$ cat config.mk
export PLATFORM = sky130hd
export DESIGN_NAME = sbus_serial_port
export DESIGN_NICKNAME = d
export VERILOG_FILES = /design/src/rtl/sbus_serial_pkg.sv /design/src/rtl/sbus_serial_tx.sv /design/src/rtl/sbus_serial_rx.sv /design/src/rtl/sbus_serial_regs.sv /design/src/rtl/sbus_serial_port.sv
export SDC_FILE = /design/constraint.sdc
export NUM_CORES = 1
export LEC_CHECK = 0
export BUFFER_PORTS_ARGS = -buffer_cell sky130_fd_sc_hd__buf_2
export CAP_MARGIN = 10
export CORE_MARGIN = 2
export CORE_UTILIZATION = 30
export DETAILED_ROUTE_END_ITERATION = 8
export RECOVER_POWER = 50
export SLEW_MARGIN = 30
export SYNTH_ARGS = -nofsm -noshare
export SYNTH_HDL_FRONTEND = slang
export SYNTH_HIERARCHICAL = 1
export SYNTH_SLANG_ARGS = --single-unit
$ cat constraint.sdc
create_clock -name clk -period 5 [get_ports clk]
set_input_delay 1 -clock clk [delete_from_list [all_inputs] [get_ports clk]]
set_output_delay 1 -clock clk [all_outputs]
set_load 0.03 [all_outputs]
$ cat src/rtl/sbus_serial_pkg.sv
package sbus_serial_pkg;
  // Word index of each register (byte address bits above the word offset).
  localparam int WIX_DATA   = 0;
  localparam int WIX_STATUS = 1;
  localparam int WIX_CTRL   = 2;
  localparam int WIX_IRQ    = 3;
  localparam int WIX_DIV    = 4;

  // Control bit positions.
  localparam int CB_TX_EN = 0;
  localparam int CB_RX_EN = 1;
  localparam int CB_TX_IE = 2;
  localparam int CB_RX_IE = 3;
  localparam int CTRL_W   = 4;

  // Status / interrupt bit positions.
  localparam int SB_TX = 0;
  localparam int SB_RX = 1;

  localparam int BYTE_W = 8;

  typedef enum logic [1:0] {
    RXS_IDLE  = 2'd0,
    RXS_START = 2'd1,
    RXS_DATA  = 2'd2,
    RXS_STOP  = 2'd3
  } rx_state_e;
endpackage

$ cat src/rtl/sbus_serial_tx.sv
module sbus_serial_tx
  import sbus_serial_pkg::*;
#(
  parameter int DIV_W = 20
) (
  input  logic              clk,
  input  logic              rst_n,
  input  logic              enable,
  input  logic [DIV_W-1:0]  div,
  input  logic              have_byte,
  input  logic [BYTE_W-1:0] byte_in,
  output logic              take,
  output logic              busy,
  output logic              txd
);
  localparam int FRAME_W = BYTE_W + 2;
  localparam int BITN_W  = $clog2(FRAME_W);
  localparam logic [BITN_W-1:0] LAST_BIT = BITN_W'(FRAME_W - 1);

  logic [FRAME_W-1:0] shreg_q;
  logic [DIV_W-1:0]   cnt_q;
  logic [BITN_W-1:0]  bitn_q;
  logic               busy_q;
  logic               txd_q;

  assign take = !busy_q && enable && have_byte;
  assign busy = busy_q;
  assign txd  = txd_q;

  always_ff @(posedge clk or negedge rst_n) begin
    if (!rst_n) begin
      shreg_q <= '1;
      cnt_q   <= '0;
      bitn_q  <= '0;
      busy_q  <= 1'b0;
      txd_q   <= 1'b1;
    end else if (take) begin
      shreg_q <= {1'b1, byte_in, 1'b0};
      cnt_q   <= div - DIV_W'(1);
      bitn_q  <= '0;
      busy_q  <= 1'b1;
      txd_q   <= 1'b0;
    end else if (busy_q) begin
      if (cnt_q == '0) begin
        if (bitn_q == LAST_BIT) begin
          busy_q <= 1'b0;
          txd_q  <= 1'b1;
        end else begin
          bitn_q  <= bitn_q + BITN_W'(1);
          cnt_q   <= div - DIV_W'(1);
          txd_q   <= shreg_q[1];
          shreg_q <= {1'b1, shreg_q[FRAME_W-1:1]};
        end
      end else begin
        cnt_q <= cnt_q - DIV_W'(1);
      end
    end
  end
endmodule

$ cat src/rtl/sbus_serial_rx.sv
module sbus_serial_rx
  import sbus_serial_pkg::*;
#(
  parameter int DIV_W = 20
) (
  input  logic              clk,
  input  logic              rst_n,
  input  logic              enable,
  input  logic [DIV_W-1:0]  div,
  input  logic              rxd,
  output logic              done,
  output logic [BYTE_W-1:0] data
);
  localparam int BITN_W = $clog2(BYTE_W);
  localparam logic [BITN_W-1:0] LAST_DATA = BITN_W'(BYTE_W - 1);

  logic              sync1_q, sync2_q, prev_q;
  logic              fall;
  rx_state_e         state_q;
  logic [DIV_W-1:0]  cnt_q;
  logic [BITN_W-1:0] bitn_q;
  logic [BYTE_W-1:0] shreg_q;
  logic              done_q;
  logic [BYTE_W-1:0] data_q;

  assign fall = prev_q && !sync2_q;
  assign done = done_q;
  assign data = data_q;

  always_ff @(posedge clk or negedge rst_n) begin
    if (!rst_n) begin
      sync1_q <= 1'b1;
      sync2_q <= 1'b1;
      prev_q  <= 1'b1;
    end else begin
      sync1_q <= rxd;
      sync2_q <= sync1_q;
      prev_q  <= sync2_q;
    end
  end

  always_ff @(posedge clk or negedge rst_n) begin
    if (!rst_n) begin
      state_q <= RXS_IDLE;
      cnt_q   <= '0;
      bitn_q  <= '0;
      shreg_q <= '0;
      done_q  <= 1'b0;
      data_q  <= '0;
    end else begin
      done_q <= 1'b0;
      if (!enable) begin
        state_q <= RXS_IDLE;
      end else begin
        unique case (state_q)
          RXS_IDLE: begin
            if (fall) begin
              state_q <= RXS_START;
              cnt_q   <= (div >> 1) - DIV_W'(1);
            end
          end
          RXS_START: begin
            if (cnt_q == '0) begin
              if (!sync2_q) begin
                state_q <= RXS_DATA;
                cnt_q   <= div - DIV_W'(1);
                bitn_q  <= '0;
              end else begin
                state_q <= RXS_IDLE;
              end
            end else begin
              cnt_q <= cnt_q - DIV_W'(1);
            end
          end
          RXS_DATA: begin
            if (cnt_q == '0) begin
              shreg_q <= {sync2_q, shreg_q[BYTE_W-1:1]};
              cnt_q   <= div - DIV_W'(1);
              if (bitn_q == LAST_DATA) state_q <= RXS_STOP;
              else bitn_q <= bitn_q + BITN_W'(1);
            end else begin
              cnt_q <= cnt_q - DIV_W'(1);
            end
          end
          RXS_STOP: begin
            if (cnt_q == '0) begin
              done_q  <= 1'b1;
              data_q  <= shreg_q;
              state_q <= RXS_IDLE;
            end else begin
              cnt_q <= cnt_q - DIV_W'(1);
            end
          end
          default: state_q <= RXS_IDLE;
        endcase
      end
    end
  end
endmodule

$ cat src/rtl/sbus_serial_regs.sv
module sbus_serial_regs
  import sbus_serial_pkg::*;
#(
  parameter int ADDR_W  = 5,
  parameter int DIV_W   = 20,
  parameter int DIV_MIN = 16,
  parameter int DIV_RST = 16
) (
  input  logic              clk,
  input  logic              rst_n,
  input  logic              bus_sel,
  input  logic              bus_wr,
  input  logic [ADDR_W-1:0] bus_addr,
  input  logic [31:0]       bus_wdata,
  output logic [31:0]       bus_rdata,
  input  logic              tx_take,
  output logic              tx_full,
  output logic [BYTE_W-1:0] tx_byte,
  input  logic              rx_done,
  input  logic [BYTE_W-1:0] rx_byte,
  output logic              rx_full,
  output logic              tx_en,
  output logic              rx_en,
  output logic [DIV_W-1:0]  div,
  output logic              irq_tx,
  output logic              irq_rx
);
  localparam int WORD_W = ADDR_W - 2;
  localparam logic [WORD_W-1:0] W_DATA   = WORD_W'(WIX_DATA);
  localparam logic [WORD_W-1:0] W_STATUS = WORD_W'(WIX_STATUS);
  localparam logic [WORD_W-1:0] W_CTRL   = WORD_W'(WIX_CTRL);
  localparam logic [WORD_W-1:0] W_IRQ    = WORD_W'(WIX_IRQ);
  localparam logic [WORD_W-1:0] W_DIV    = WORD_W'(WIX_DIV);
  localparam logic [DIV_W-1:0]  DIV_INIT = DIV_W'(DIV_RST);

  logic [WORD_W-1:0] word;
  logic              aligned;
  logic              wr_data, wr_ctrl, wr_irq, wr_div, rd_data;
  logic              div_ok;

  logic [CTRL_W-1:0] ctrl_q;
  logic [DIV_W-1:0]  div_q;
  logic              tx_full_q, rx_full_q, irq_tx_q, irq_rx_q;
  logic [BYTE_W-1:0] tx_buf_q, rx_buf_q;

  assign word    = bus_addr[ADDR_W-1:2];
  assign aligned = (bus_addr[1:0] == 2'b00);
  assign wr_data = bus_sel &&  bus_wr && aligned && (word == W_DATA);
  assign wr_ctrl = bus_sel &&  bus_wr && aligned && (word == W_CTRL);
  assign wr_irq  = bus_sel &&  bus_wr && aligned && (word == W_IRQ);
  assign wr_div  = bus_sel &&  bus_wr && aligned && (word == W_DIV);
  assign rd_data = bus_sel && !bus_wr && aligned && (word == W_DATA);
  assign div_ok  = (bus_wdata >= 32'(DIV_MIN)) && ((bus_wdata >> DIV_W) == '0);

  always_ff @(posedge clk or negedge rst_n) begin
    if (!rst_n) begin
      ctrl_q    <= '0;
      div_q     <= DIV_INIT;
      tx_full_q <= 1'b0;
      tx_buf_q  <= '0;
      rx_full_q <= 1'b0;
      rx_buf_q  <= '0;
      irq_tx_q  <= 1'b0;
      irq_rx_q  <= 1'b0;
    end else begin
      if (wr_ctrl) ctrl_q <= bus_wdata[CTRL_W-1:0];
      if (wr_div && div_ok) div_q <= bus_wdata[DIV_W-1:0];

      // Transmit holding buffer: a new write wins over the take.
      if (wr_data) begin
        tx_full_q <= 1'b1;
        tx_buf_q  <= bus_wdata[BYTE_W-1:0];
      end else if (tx_take) begin
        tx_full_q <= 1'b0;
      end

      // Receive holding buffer: an arriving byte wins over the read.
      if (rx_done) begin
        rx_full_q <= 1'b1;
        rx_buf_q  <= rx_byte;
      end else if (rd_data) begin
        rx_full_q <= 1'b0;
      end

      // Sticky flags: a setting event wins over a clearing write.
      if (tx_take && ctrl_q[CB_TX_IE]) irq_tx_q <= 1'b1;
      else if (wr_irq && bus_wdata[SB_TX]) irq_tx_q <= 1'b0;

      if (rx_done && ctrl_q[CB_RX_IE]) irq_rx_q <= 1'b1;
      else if (wr_irq && bus_wdata[SB_RX]) irq_rx_q <= 1'b0;
    end
  end

  always_comb begin
    bus_rdata = '0;
    if (aligned) begin
      unique case (word)
        W_DATA:   bus_rdata[BYTE_W-1:0] = rx_buf_q;
        W_STATUS: begin
          bus_rdata[SB_TX] = tx_full_q;
          bus_rdata[SB_RX] = rx_full_q;
        end
        W_CTRL:   bus_rdata[CTRL_W-1:0] = ctrl_q;
        W_IRQ:    begin
          bus_rdata[SB_TX] = irq_tx_q;
          bus_rdata[SB_RX] = irq_rx_q;
        end
        W_DIV:    bus_rdata[DIV_W-1:0] = div_q;
        default:  bus_rdata = '0;
      endcase
    end
  end

  assign tx_full = tx_full_q;
  assign tx_byte = tx_buf_q;
  assign rx_full = rx_full_q;
  assign tx_en   = ctrl_q[CB_TX_EN];
  assign rx_en   = ctrl_q[CB_RX_EN];
  assign div     = div_q;
  assign irq_tx  = irq_tx_q;
  assign irq_rx  = irq_rx_q;
endmodule

$ cat src/rtl/sbus_serial_port.sv
module sbus_serial_port
  import sbus_serial_pkg::*;
#(
  parameter int ADDR_W  = 5,
  parameter int DIV_W   = 20,
  parameter int DIV_MIN = 16,
  parameter int DIV_RST = 16
) (
  input  logic              clk,
  input  logic              rst_n,
  input  logic              bus_sel,
  input  logic              bus_wr,
  input  logic [ADDR_W-1:0] bus_addr,
  input  logic [31:0]       bus_wdata,
  output logic [31:0]       bus_rdata,
  output logic              txd,
  input  logic              rxd,
  output logic              irq_tx,
  output logic              irq_rx,
  output logic              irq_any
);
  logic              tx_take, tx_full, tx_busy, tx_en;
  logic [BYTE_W-1:0] tx_byte;
  logic              rx_done, rx_full, rx_en;
  logic [BYTE_W-1:0] rx_byte;
  logic [DIV_W-1:0]  div_q;

  sbus_serial_regs #(
    .ADDR_W(ADDR_W), .DIV_W(DIV_W), .DIV_MIN(DIV_MIN), .DIV_RST(DIV_RST)
  ) u_regs (
    .clk(clk), .rst_n(rst_n),
    .bus_sel(bus_sel), .bus_wr(bus_wr), .bus_addr(bus_addr),
    .bus_wdata(bus_wdata), .bus_rdata(bus_rdata),
    .tx_take(tx_take), .tx_full(tx_full), .tx_byte(tx_byte),
    .rx_done(rx_done), .rx_byte(rx_byte), .rx_full(rx_full),
    .tx_en(tx_en), .rx_en(rx_en), .div(div_q),
    .irq_tx(irq_tx), .irq_rx(irq_rx)
  );

  sbus_serial_tx #(.DIV_W(DIV_W)) u_tx (
    .clk(clk), .rst_n(rst_n), .enable(tx_en), .div(div_q),
    .have_byte(tx_full), .byte_in(tx_byte), .take(tx_take),
    .busy(tx_busy), .txd(txd)
  );

  sbus_serial_rx #(.DIV_W(DIV_W)) u_rx (
    .clk(clk), .rst_n(rst_n), .enable(rx_en), .div(div_q),
    .rxd(rxd), .done(rx_done), .data(rx_byte)
  );

  assign irq_any = irq_tx || irq_rx;
endmodule

Yosys cells after proc, flatten, opt, wreduce, memory -nomap -nowiden. Index checks and enable logic that the tools add are counted.

Word-level logic and storage cells: 150. Output and inout port bits: 36. Register bits: 125. Input port bits: 42.

Add/sub/neg operators: 6. Eq/ne operators: 23. Reduce and logical (&&, ||, !) cells: 43. Multiplexer cells: 55. $lt $le $gt $ge: 1.

Operators with widths (count): $mux W20 (10); $pmux W20 S4 (1); $sub A20 B1 Y20 const B (3); $logic_not A20 Y1 (2); $mux W10 (4); $ge A32 B5 Y1 const B (1); $logic_not A32 Y1 (1); $sub A19 B1 Y20 const B (1); $mux W1 (19); $logic_and A1 B1 Y1 (18); $mux W4 (4); $ne A3 B2 Y1 const B (5); $mux W2 (7); $reduce_bool A2 Y1 (7); $mux W12 (1); $mux W3 (4); $pmux W2 S5 (1); $reduce_and A3 Y1 (3); $ne A2 B2 Y1 const B (4); $pmux W2 S4 (1); $pmux W4 S2 (1); $eq A3 B2 Y1 const B (2); $eq A3 B3 Y1 const B (2); $ne A2 B1 Y1 const B (3); 17 further kinds (23).

Depth between registers and ports, before layout. Gate-level depths: netlist of run 1.

Word-level depth: 6. Gate-level depth with buffers: 10. Gate-level depth less buffers: 9.

Hierarchy. The synthesis of run 1 kept the hierarchy.

By module, submodules not included: sbus_serial_rx (times used 1, seq. area each 1129.8 um2, cells an instance 412, area each 3557.2 um2); sbus_serial_tx (times used 1, seq. area each 862.1 um2, cells an instance 288, area each 2348.5 um2); sbus_serial_regs (times used 1, seq. area each 1102.3 um2, cells an instance 171, area each 2242.2 um2); sbus_serial_port (times used 1, seq. area each 0.0 um2, cells an instance 1, area each 6.3 um2).

Worst setup path before layout of run 1. OpenSTA, ideal clock, no wires.

Path kind: in2out. Start: input port bus_addr[2]. End: output port bus_rdata[10]. Required time: 4.000 ns. Stages: 6. Arrival: 2.437 ns. Slack: 1.563 ns. Path buffers: 3. Cell sequence: buf_4 > or4_1 > buf_6 > nor2_4 > clkbuf_1 > and2_1.

Cells in the longest elaborated chain, start to end: 3.

RTL lines: start: declaration (line sbus_serial_port.sv:13) `input logic [ADDR_W-1:0] bus_addr,`; $eq A3 B3 Y1 (line sbus_serial_regs.sv:97) `unique case (word)`; $mux W12 (line sbus_serial_regs.sv:97); $mux W20 (line sbus_serial_regs.sv:96) `if (aligned) begin`; end: declaration (line sbus_serial_port.sv:15) `output logic [31:0] bus_rdata,`.

Every way passes these cells.

Final worst setup path of run 1.
Start: input port bus_addr[3]. End: output port bus_rdata[9].

Same word-level chain as after synthesis.

==> results of run 1 <==
## state kept, by name (all words and copies together) (netlist names), 3 cells and up
name,flops
u_regs/ctrl_q,4
u_regs/div,20
u_regs/rx_buf_q,8
u_regs/tx_byte,8
u_rx/bitn_q,3
u_rx/cnt_q,20
u_rx/data,8
u_rx/shreg_q,8
u_tx/bitn_q,4
u_tx/cnt_q,20
u_tx/shreg_q,8
## layer usage
layer  track usage [%]  up-vias
met1              23.4     3393
met5                 0        -
met2              23.8      226
met3              2.74       18
li1                  -     3218
met4              5.10        0
## path summary, 6_finish.rpt
path	start	end	slack (ns)	depth (start not counted)
min	u_rx/sync1_q	u_rx/sync2_q	0.36	0
max reg2reg	u_rx/cnt_q[11]	u_rx/cnt_q[9]	2.01	6
max in group asynchronous	rst_n	u_rx/cnt_q[14]	1.28	2
min in group asynchronous	rst_n	u_tx/cnt_q[9]	1.32	1
max	bus_addr[3]	bus_rdata[9]	1.23	5
min reg2reg	u_rx/sync1_q	u_rx/sync2_q	0.36	0
## kinds of logic (layout without fill, tap and decap cells)
group,after synthesis,count (layout),share of synthesized area (%)
AOI/OAI and AO/OA,171,171,13.5
xor gates and xnor gates,64,64,6.87
adders and majority gates,17,17,2.61
buffers and inverters,80,128,5.52
DFF,123,123,37.9
muxes,77,77,11.3
other,1,12,0.0460
and+or+nand+nor,339,339,22.2
## metrics by stage
| step | power (mW) | setup slack (ns) | hold WS [ns] | util, % | instances |
|---|---|---|---|---|---|
| final | 3.57 | 1.23 | 0.361 | 34.5 | 1272 |
| after global routing | 3.78 | 0.639 | 0.363 | 34.5 | 1272 |
| after CTS | 3.58 | 1.37 | 0.357 | 34.6 | 1272 |
| after detailed placement | 2.26 | 1.37 | 0.347 | 32.3 | 1240 |
| after global placement | 2.24 | 1.44 | 0.347 | 32.2 | 1239 |
| after floorplan | 2.04 | 1.56 | 0.345 | - | 883 |
## final cells by class
class / instances / area (um2)
clock buffer: 19 / 443
clock inverter: 13 / 166
fill: 2761 / 17500
inverter: 25 / 93.8
multi-input combinational: 680 / 4660
sequential: 123 / 3090
tap: 341 / 427
timing repair buffer: 71 / 373
## cells in the final DEF (no fill, tap or decap), types with 4 or more instances in the layout
cell       netlist  final
or3_1           10     10
xor2_1          21     21
mux2_2          39     39
o21a_1           4      4
a22o_1           9      9
nor2_1          75     74
and3_1           5      5
clkbuf_16        0     17
mux2_4          20     20
inv_1           24     24
dfstp_2         13     12
clkbuf_1        22      5
ha_1            17     17
o211ai_1         4      4
o21ai_1          9      9
o221ai_1         8      8
xnor2_1         43     43
nor3_1          34     34
or4_1            9      9
nor4_1          19     19
mux2i_1         18     18
nor2b_1          7      7
buf_2            6     63
o22ai_1          9      9
a21oi_1         39     39
o21ai_0         44     44
nand3_1         32     32
nand2_1         81     81
and2_1          16     16
o31ai_1          6      6
dfrtp_1        110    110
conb_1           1     12
a31oi_1          8      8
nor3_2           4      4
a211oi_1         5      5
nand4_1         14     14
## power by group through the flow
stage / Sequential (mW) / Combinational, mW / Clock (mW)
finish: 1.49 / 0.779 / 1.30
global route: 1.52 / 0.887 / 1.37
CTS: 1.48 / 0.774 / 1.32
detailed placement: 1.49 / 0.770 / 0
global placement: 1.49 / 0.749 / 0
floorplan: 1.40 / 0.634 / 0
==> flow_metrics.tcl, run 1 <==
set metrics [dict create \
    p_int_mw 2.33 \
    crit_family "simple AND/OR/NAND/NOR gates" \
    gp_congestion 0.866 \
    viasPerCell 5.39 \
    comb_power_share_pct 21.8 \
    skew_ns 0.0128 \
    cts-htree-levels 4 \
    synth.area.top_cells "dfrtp_1 34%, mux2_2 5.4%, xnor2_1 4.6%" \
    initialDrtViolationCount 571 \
    die-area_mm2 0.0285 \
    portBuffers 65 \
    crit_path_end_kind "primary output" \
    switching_share_pct 34.6 \
    start_util_pct 30.4 \
    route.top_layer_used "met4" \
    cp_slowest_cell "or4_1" \
    ys_seq_area_share_pct 37.9 \
    grt_remaining_overflow 0 \
    coreArea_mm2 0.0268 \
    timing.fmax_mhz 265 \
    dp_hpwl_um 15900 \
    yosysTopAreaCellShare_pct 33.8 \
    synth.largest_area_cell "dfrtp_1" \
    ir_drop_mv 0.186 \
    drive_gt1_share_pct 21.3 \
    area_delta_synth_final_pct 13.5 \
    cts_buffers 17 \
    period_share_pct 75.4 \
    syn_area_per_cell_um2 9.35 \
    ys.flop_type "dfrtp_1" \
    synth_common_cells "110 x dfrtp_1, 81 x nand2_1, 75 x nor2_1" \
    synth_edf_count 0 \
    grt_pass1_wl_um 35800 \
    cp_slowest_stage_delay_ns 0.76 \
    required_ns 4.00 \
    clk_pin_slew_ns 0.06 \
    path_max_fanout 13 \
    synth-seq-cells 123 \
    async_flop_share_pct 100 \
    final.setup.tns_ns 0 \
    leakage_nw 4.11 \
    m1WireLength_um 10900 \
    hold_violations 0 \
    cts_tree "done" \
    grt_max_degree 42 \
    cts_setup_buffers 0 \
    clock_path_buffers 2 \
    place_area_mm2 0.00866 \
    diodes 0 \
    io_pins 78 \
    crit_type "in2out" \
    setup_viol 0 \
    cp_num_buf_inv 2 \
    nets 977 \
    dr_wl_met2_um 9860 \
    maxSlewViolCount 69 \
    clock-root-buffer "clkbuf_16" \
    clock-sinks 123 \
    status "finished, violations left" \
    hold_buffers 0 \
    clockPowerShare_pct 36.4 \
    first_pass_iters 5 \
    hold_class "reg2reg" \
    grt_usage_pct 15.9 \
    grt_pass1_vias 6541 \
    antenna_found_initial 0 \
    worst_skew_pair.late_latency_ns 0.43 \
    ys_warn_count 6 \
    synthDistinctLibCells 83 \
    fp.dieH_um 169 \
    pwr-share-seq_pct 41.8 \
    met3_length_um 1280 \
    cts_resized 0 \
    cp-start-kind "input port" \
    worstMarginPinSlew_ns 2.42 \
    wl_um 22400 \
    rsz0062_at_grt "no" \
    ant_nets 0 \
    synth_most_common_cell "dfrtp_1" \
    vias 6855 \
    powerDensity_mw_per_mm2 385 \
    slew_headroom_pct -61.4 \
    drv_cap 2 \
    worstPathCellList "clkbuf_1, or4_1, nor2_4, and2_1, buf_2" \
    wire_per_inst_um 17.6 \
    fp.dieW_um 169 \
    min_period_ns 3.77 \
    synthesis.area_mm2 0.00815 \
    fin_area_mm2 0.00926 \
    p_sw_mw 1.23 \
    syn_inst 872 \
    violations "max-capacitance violations, max-slew violations" \
    drc 0 \
    arrival_ns 2.77 \
    rows 60 \
]
Note: power is estimated with default switching activity, not from simulation.
==> inputs of run 2 (changes only) <==
==> constraint.sdc (replaced) <==
create_clock -name clk -period 3.17 [get_ports clk]
set_input_delay 0.634 -clock clk [delete_from_list [all_inputs] [get_ports clk]]
set_output_delay 0.634 -clock clk [all_outputs]
set_load 0.03 [all_outputs]
==> flow_metrics.tcl, run 2 (synthesized netlist as in run 1, its figures left out) <==
set metrics [dict create \
    status "finished, violations left" \
    violations "max-capacitance violations, max-slew violations" \
    fillers 2712 \
    fp.dieW_um 169 \
    clk_pin_slew_ns 0.06 \
    clock_path_buffers 2 \
    slew_headroom_pct -34.0 \
    wire_per_inst_um 17.4 \
    hold_violations 0 \
    clock-sinks 123 \
    final_cell_mix "110 x dfrtp_1, 81 x nand2_1, 74 x nor2_1" \
    portBuffers 65 \
    grt_usage_pct 16.2 \
    path_max_fanout 13 \
    nets 997 \
    start_util_pct 30.4 \
    reg2reg_to "u_rx/cnt_q[9]" \
    area_delta_synth_final_pct 15.4 \
    ir_drop_mv 0.295 \
    crit_start "bus_addr[3]" \
    worst_skew_pair.late_latency_ns 0.43 \
    diodes 0 \
    cts_resized 0 \
    rows 60 \
    io_pins 78 \
    cp-start-kind "input port" \
    gp_congestion 0.899 \
    min_period_ns 2.90 \
    grt_max_degree 59 \
    hold_class "in2reg" \
    wl_um 22500 \
    grt_remaining_overflow 0 \
    r2r-start "u_rx/cnt_q[11]" \
    rrSetupSlack_ns 0.40 \
    first_pass_iters 5 \
    drv_cap 1 \
    timing.hold.ws_ns 0.304 \
    ant_nets 0 \
    arrival_ns 2.26 \
    clock-root-buffer "clkbuf_16" \
    rsz0062_at_grt "no" \
    grt_pass1_wl_um 36500 \
    crit_path_end_kind "primary output" \
    viasPerCell 5.35 \
    setup_viol 0 \
    reg2reg_depth 6 \
    drive_gt1_share_pct 23.3 \
    final.setup.tns_ns 0 \
    hold_buffers 0 \
    fp.dieH_um 169 \
    powerDensity_mw_per_mm2 600 \
    timing.fmax_mhz 345 \
    leakage_nw 4.23 \
    die-area_mm2 0.0285 \
    cts-htree-levels 4 \
    dp_hpwl_um 16200 \
    grt_pass1_vias 6750 \
    required_ns 2.54 \
    worstMarginPinSlew_ns 2.01 \
    skew_ns 0.0146 \
    vias 6907 \
    antenna_found_initial 0 \
    maxSlewViolCount 34 \
    coreArea_mm2 0.0268 \
    final_common_cell "dfrtp_1" \
    initialDrtViolationCount 542 \
    period_share_pct 91.4 \
    crit_path_end "bus_rdata[10]" \
    crit_type "in2out" \
    cts_tree "done" \
    cts_setup_buffers 0 \
    cts_buffers 17 \
    drc 0 \
]
[run 2: cell count changes in the layout (fill, tap and decap cells not counted), sizes merged]
cell      change
buf          +22
clkinvlp      -1
inv           +3
clkbuf        -4
[run 2: metrics by stage]
step           utilization [%]  instance area, um2  instances  worst slack (ns)  total power [mW]
6_report                  35.1                9410       1292             0.274              5.64
5_1_grt                   35.1                9410       1292             0.169              5.98
4_1_cts                   35.1                9410       1292             0.276              5.66
3_5_place_dp              32.8                8800       1260             0.275              3.59
3_3_place_gp              32.8                8800       1260             0.338              3.57
2_1_floorplan                -                8200        883             0.465              3.21
[run 2: area by class of cell]
type | instances | area [um2] | area share, %
repair buffers | 91 | 529 | 5.63
well taps | 341 | 427 | 4.54
clock inverters | 15 | 185 | 1.97
inverters | 25 | 93.8 | 0.997
multi-input cells | 680 | 4650 | 49.5
flip-flops and latches | 123 | 3090 | 32.9
clock buffers | 17 | 425 | 4.52
[run 2: routing by layer]
metal  share of wire, %  wire [um]  GRT usage (%)  up-vias
met4                2.4        541           6.07        0
met1                 48      10900           23.2     3346
met2                 43       9750           24.2      257
li1                   -          -              -     3265
met5                  0          0              0        -
met3                5.8       1310           2.83       39
[run 2: critical path, stage by stage]
cell	delay, ns
buf_2	0.17
or4_1	0.70
nor2_4	0.35
and2_1	0.19
buf_2	0.20
[run 2: how the worst min path moves through the flow]
stage,start,endpoint,slack [ns],cells past startpoint
after CTS,rst_n,u_regs/div[17],0.17,1
after global routing,rxd,u_rx/sync1_q,0.30,1
after global placement,u_rx/sync1_q,u_rx/sync2_q,0.35,0
final,rxd,u_rx/sync1_q,0.30,1
after detailed placement,u_rx/sync1_q,u_rx/sync2_q,0.35,0
after floorplan,rst_n,u_regs/ctrl_q[0],0.34,0
[run 2: report_power, final]
part	switching [mW]	internal [mW]	leakage (nW)	total, mW
sequential	0.435	1.90	1.57	2.34
clock	0.798	1.25	0.295	2.05
combinational	0.718	0.538	2.36	1.26
total	1.95	3.69	4.23	5.64
==> inputs of run 3 (changes only) <==
--- a/config.mk
+++ b/config.mk
@@ -7,10 +7,10 @@
 export LEC_CHECK = 0
 export BUFFER_PORTS_ARGS = -buffer_cell sky130_fd_sc_hd__buf_2
 export CAP_MARGIN = 10
-export CORE_MARGIN = 2
+export CORE_MARGIN = 1.5
 export CORE_UTILIZATION = 30
 export DETAILED_ROUTE_END_ITERATION = 8
-export RECOVER_POWER = 50
+export MAX_ROUTING_LAYER = met4
 export SLEW_MARGIN = 30
 export SYNTH_ARGS = -nofsm -noshare
 export SYNTH_HDL_FRONTEND = slang
==> flow_metrics.tcl, run 3 (synthesized netlist as in run 1, its figures left out) <==
set metrics [dict create \
    status "finished, final reports clean" \
    gp_congestion 0.867 \
    cts_buffers 17 \
    final.setup.tns_ns 0 \
    portBuffers 65 \
    io_pins 78 \
    coreArea_mm2 0.0268 \
    drive_gt1_share_pct 23.3 \
    multi_input_area_mm2 0.00465 \
    cts-htree-levels 4 \
    dp_hpwl_um 16100 \
    final_core_util_pct 35.1 \
    setup_viol 0 \
    ir_drop_mv 0.249 \
    grt_usage_pct 16.5 \
    fp.dieW_um 168 \
    powerDensity_mw_per_mm2 592 \
    path_max_fanout 13 \
    drv_cap 0 \
    clock_path_buffers 2 \
    grt_max_degree 59 \
    layout.cells.non_filler 1291 \
    hold_class "in2async" \
    min_period_ns 2.90 \
    required_ns 2.54 \
    final_common_cell "dfrtp_1" \
    grt_pass1_wl_um 35700 \
    first_pass_iters 5 \
    design_power_total_mw 5.57 \
    maxSlewViolCount 0 \
    worstMarginPinSlew_ns 0.839 \
    area_delta_synth_final_pct 15.4 \
    arrival_ns 2.27 \
    drc 0 \
    hold_violations 0 \
    clk_pin_slew_ns 0.05 \
    crit_path_end_kind "primary output" \
    wl_um 22100 \
    fillers 2720 \
    rows 60 \
    clock-sinks 123 \
    seqCellArea_mm2 0.00309 \
    start_util_pct 30.4 \
    diodes 0 \
    crit_type "in2out" \
    fin_ws_ns 0.269 \
    fp.dieH_um 168 \
    ant_nets 0 \
    cp-start-kind "input port" \
    clock-root-buffer "clkbuf_16" \
    vias 6818 \
    final_cell_mix "110 x dfrtp_1, 81 x nand2_1, 74 x nor2_1" \
    antenna_found_initial 0 \
    leakage_nw 4.23 \
    initialDrtViolationCount 498 \
    period_share_pct 91.5 \
    grt_remaining_overflow 0 \
    cts_resized 0 \
    die-area_mm2 0.0282 \
    timing.fmax_mhz 345 \
    cts_tree "done" \
    worst_skew_pair.late_latency_ns 0.42 \
    cts_setup_buffers 0 \
    wire_per_inst_um 17.1 \
    rsz0062_at_grt "no" \
    place_ws_ns 0.299 \
    nets 996 \
    slew_headroom_pct 44.1 \
    grt_pass1_vias 6581 \
    hold_buffers 0 \
    dp_cells 1259 \
    viasPerCell 5.28 \
    skew_ns 0.0137 \
]
==> run 3: cell types whose count changed in the layout (fill, tap and decap cells not counted), sizes merged <==
cell,previous run,this run
buf,89,90
clkinv,5,8
clkinvlp,2,1
inv,30,26
==> run 3: per-layer routing <==
metal  routed length, um  up-vias  global-route usage (%)
li1                    -     3255                       -
met1               10900     3302                    23.2
met2                9560      239                    24.1
met3                1340       22                    2.87
met4                 312        0                    4.66
met5                   0        -                       -
==> run 3: worst max-delay path: stages <==
cell and delay, ns:
buf_2 0.18, or4_1 0.71, nor2_4 0.36, and2_1 0.19
buf_2 0.19
==> run 3: cell type report <==
| class | instances | area share [%] |
|---|---|---|
| multi-input combinational | 680 | 49.4 |
| sequential | 123 | 32.9 |
| timing repair buffer | 90 | 5.74 |
| clock buffer | 19 | 4.60 |
| tap | 341 | 4.53 |
| clock inverter | 13 | 1.79 |
| inverter | 25 | 0.997 |
==> run 3: report_power, final <==
part	total, mW	leakage, nW	switching (mW)	internal, mW
Sequential	2.34	1.57	0.431	1.91
Combinational	1.24	2.36	0.707	0.532
Clock	1.99	0.292	0.751	1.24
Total	5.57	4.23	1.89	3.68
==> run 3: final timing paths <==
kind | cells past startpoint | startpoint | slack, ns | endpoint
setup / recovery | 5 | bus_addr[3] | 0.27 | bus_rdata[8]
hold / removal | 1 | rst_n | 0.31 | u_tx/cnt_q[10]
min in group clk | 1 | rxd | 0.31 | u_rx/sync1_q
max in group asynchronous | 2 | rst_n | 2.11 | u_regs/div[4]
hold reg to reg | 0 | u_rx/sync1_q | 0.36 | u_rx/sync2_q
setup reg to reg | 7 | u_rx/cnt_q[11] | 0.39 | u_rx/cnt_q[18]
==> run 3: per-stage QoR <==
step                cell area (um2)  hold slack, ns
global route                   9410           0.304
detailed placement             8810           0.347
finish                         9410           0.312
CTS                            9410           0.294
floorplan                      8200           0.338
global placement               8810           0.347
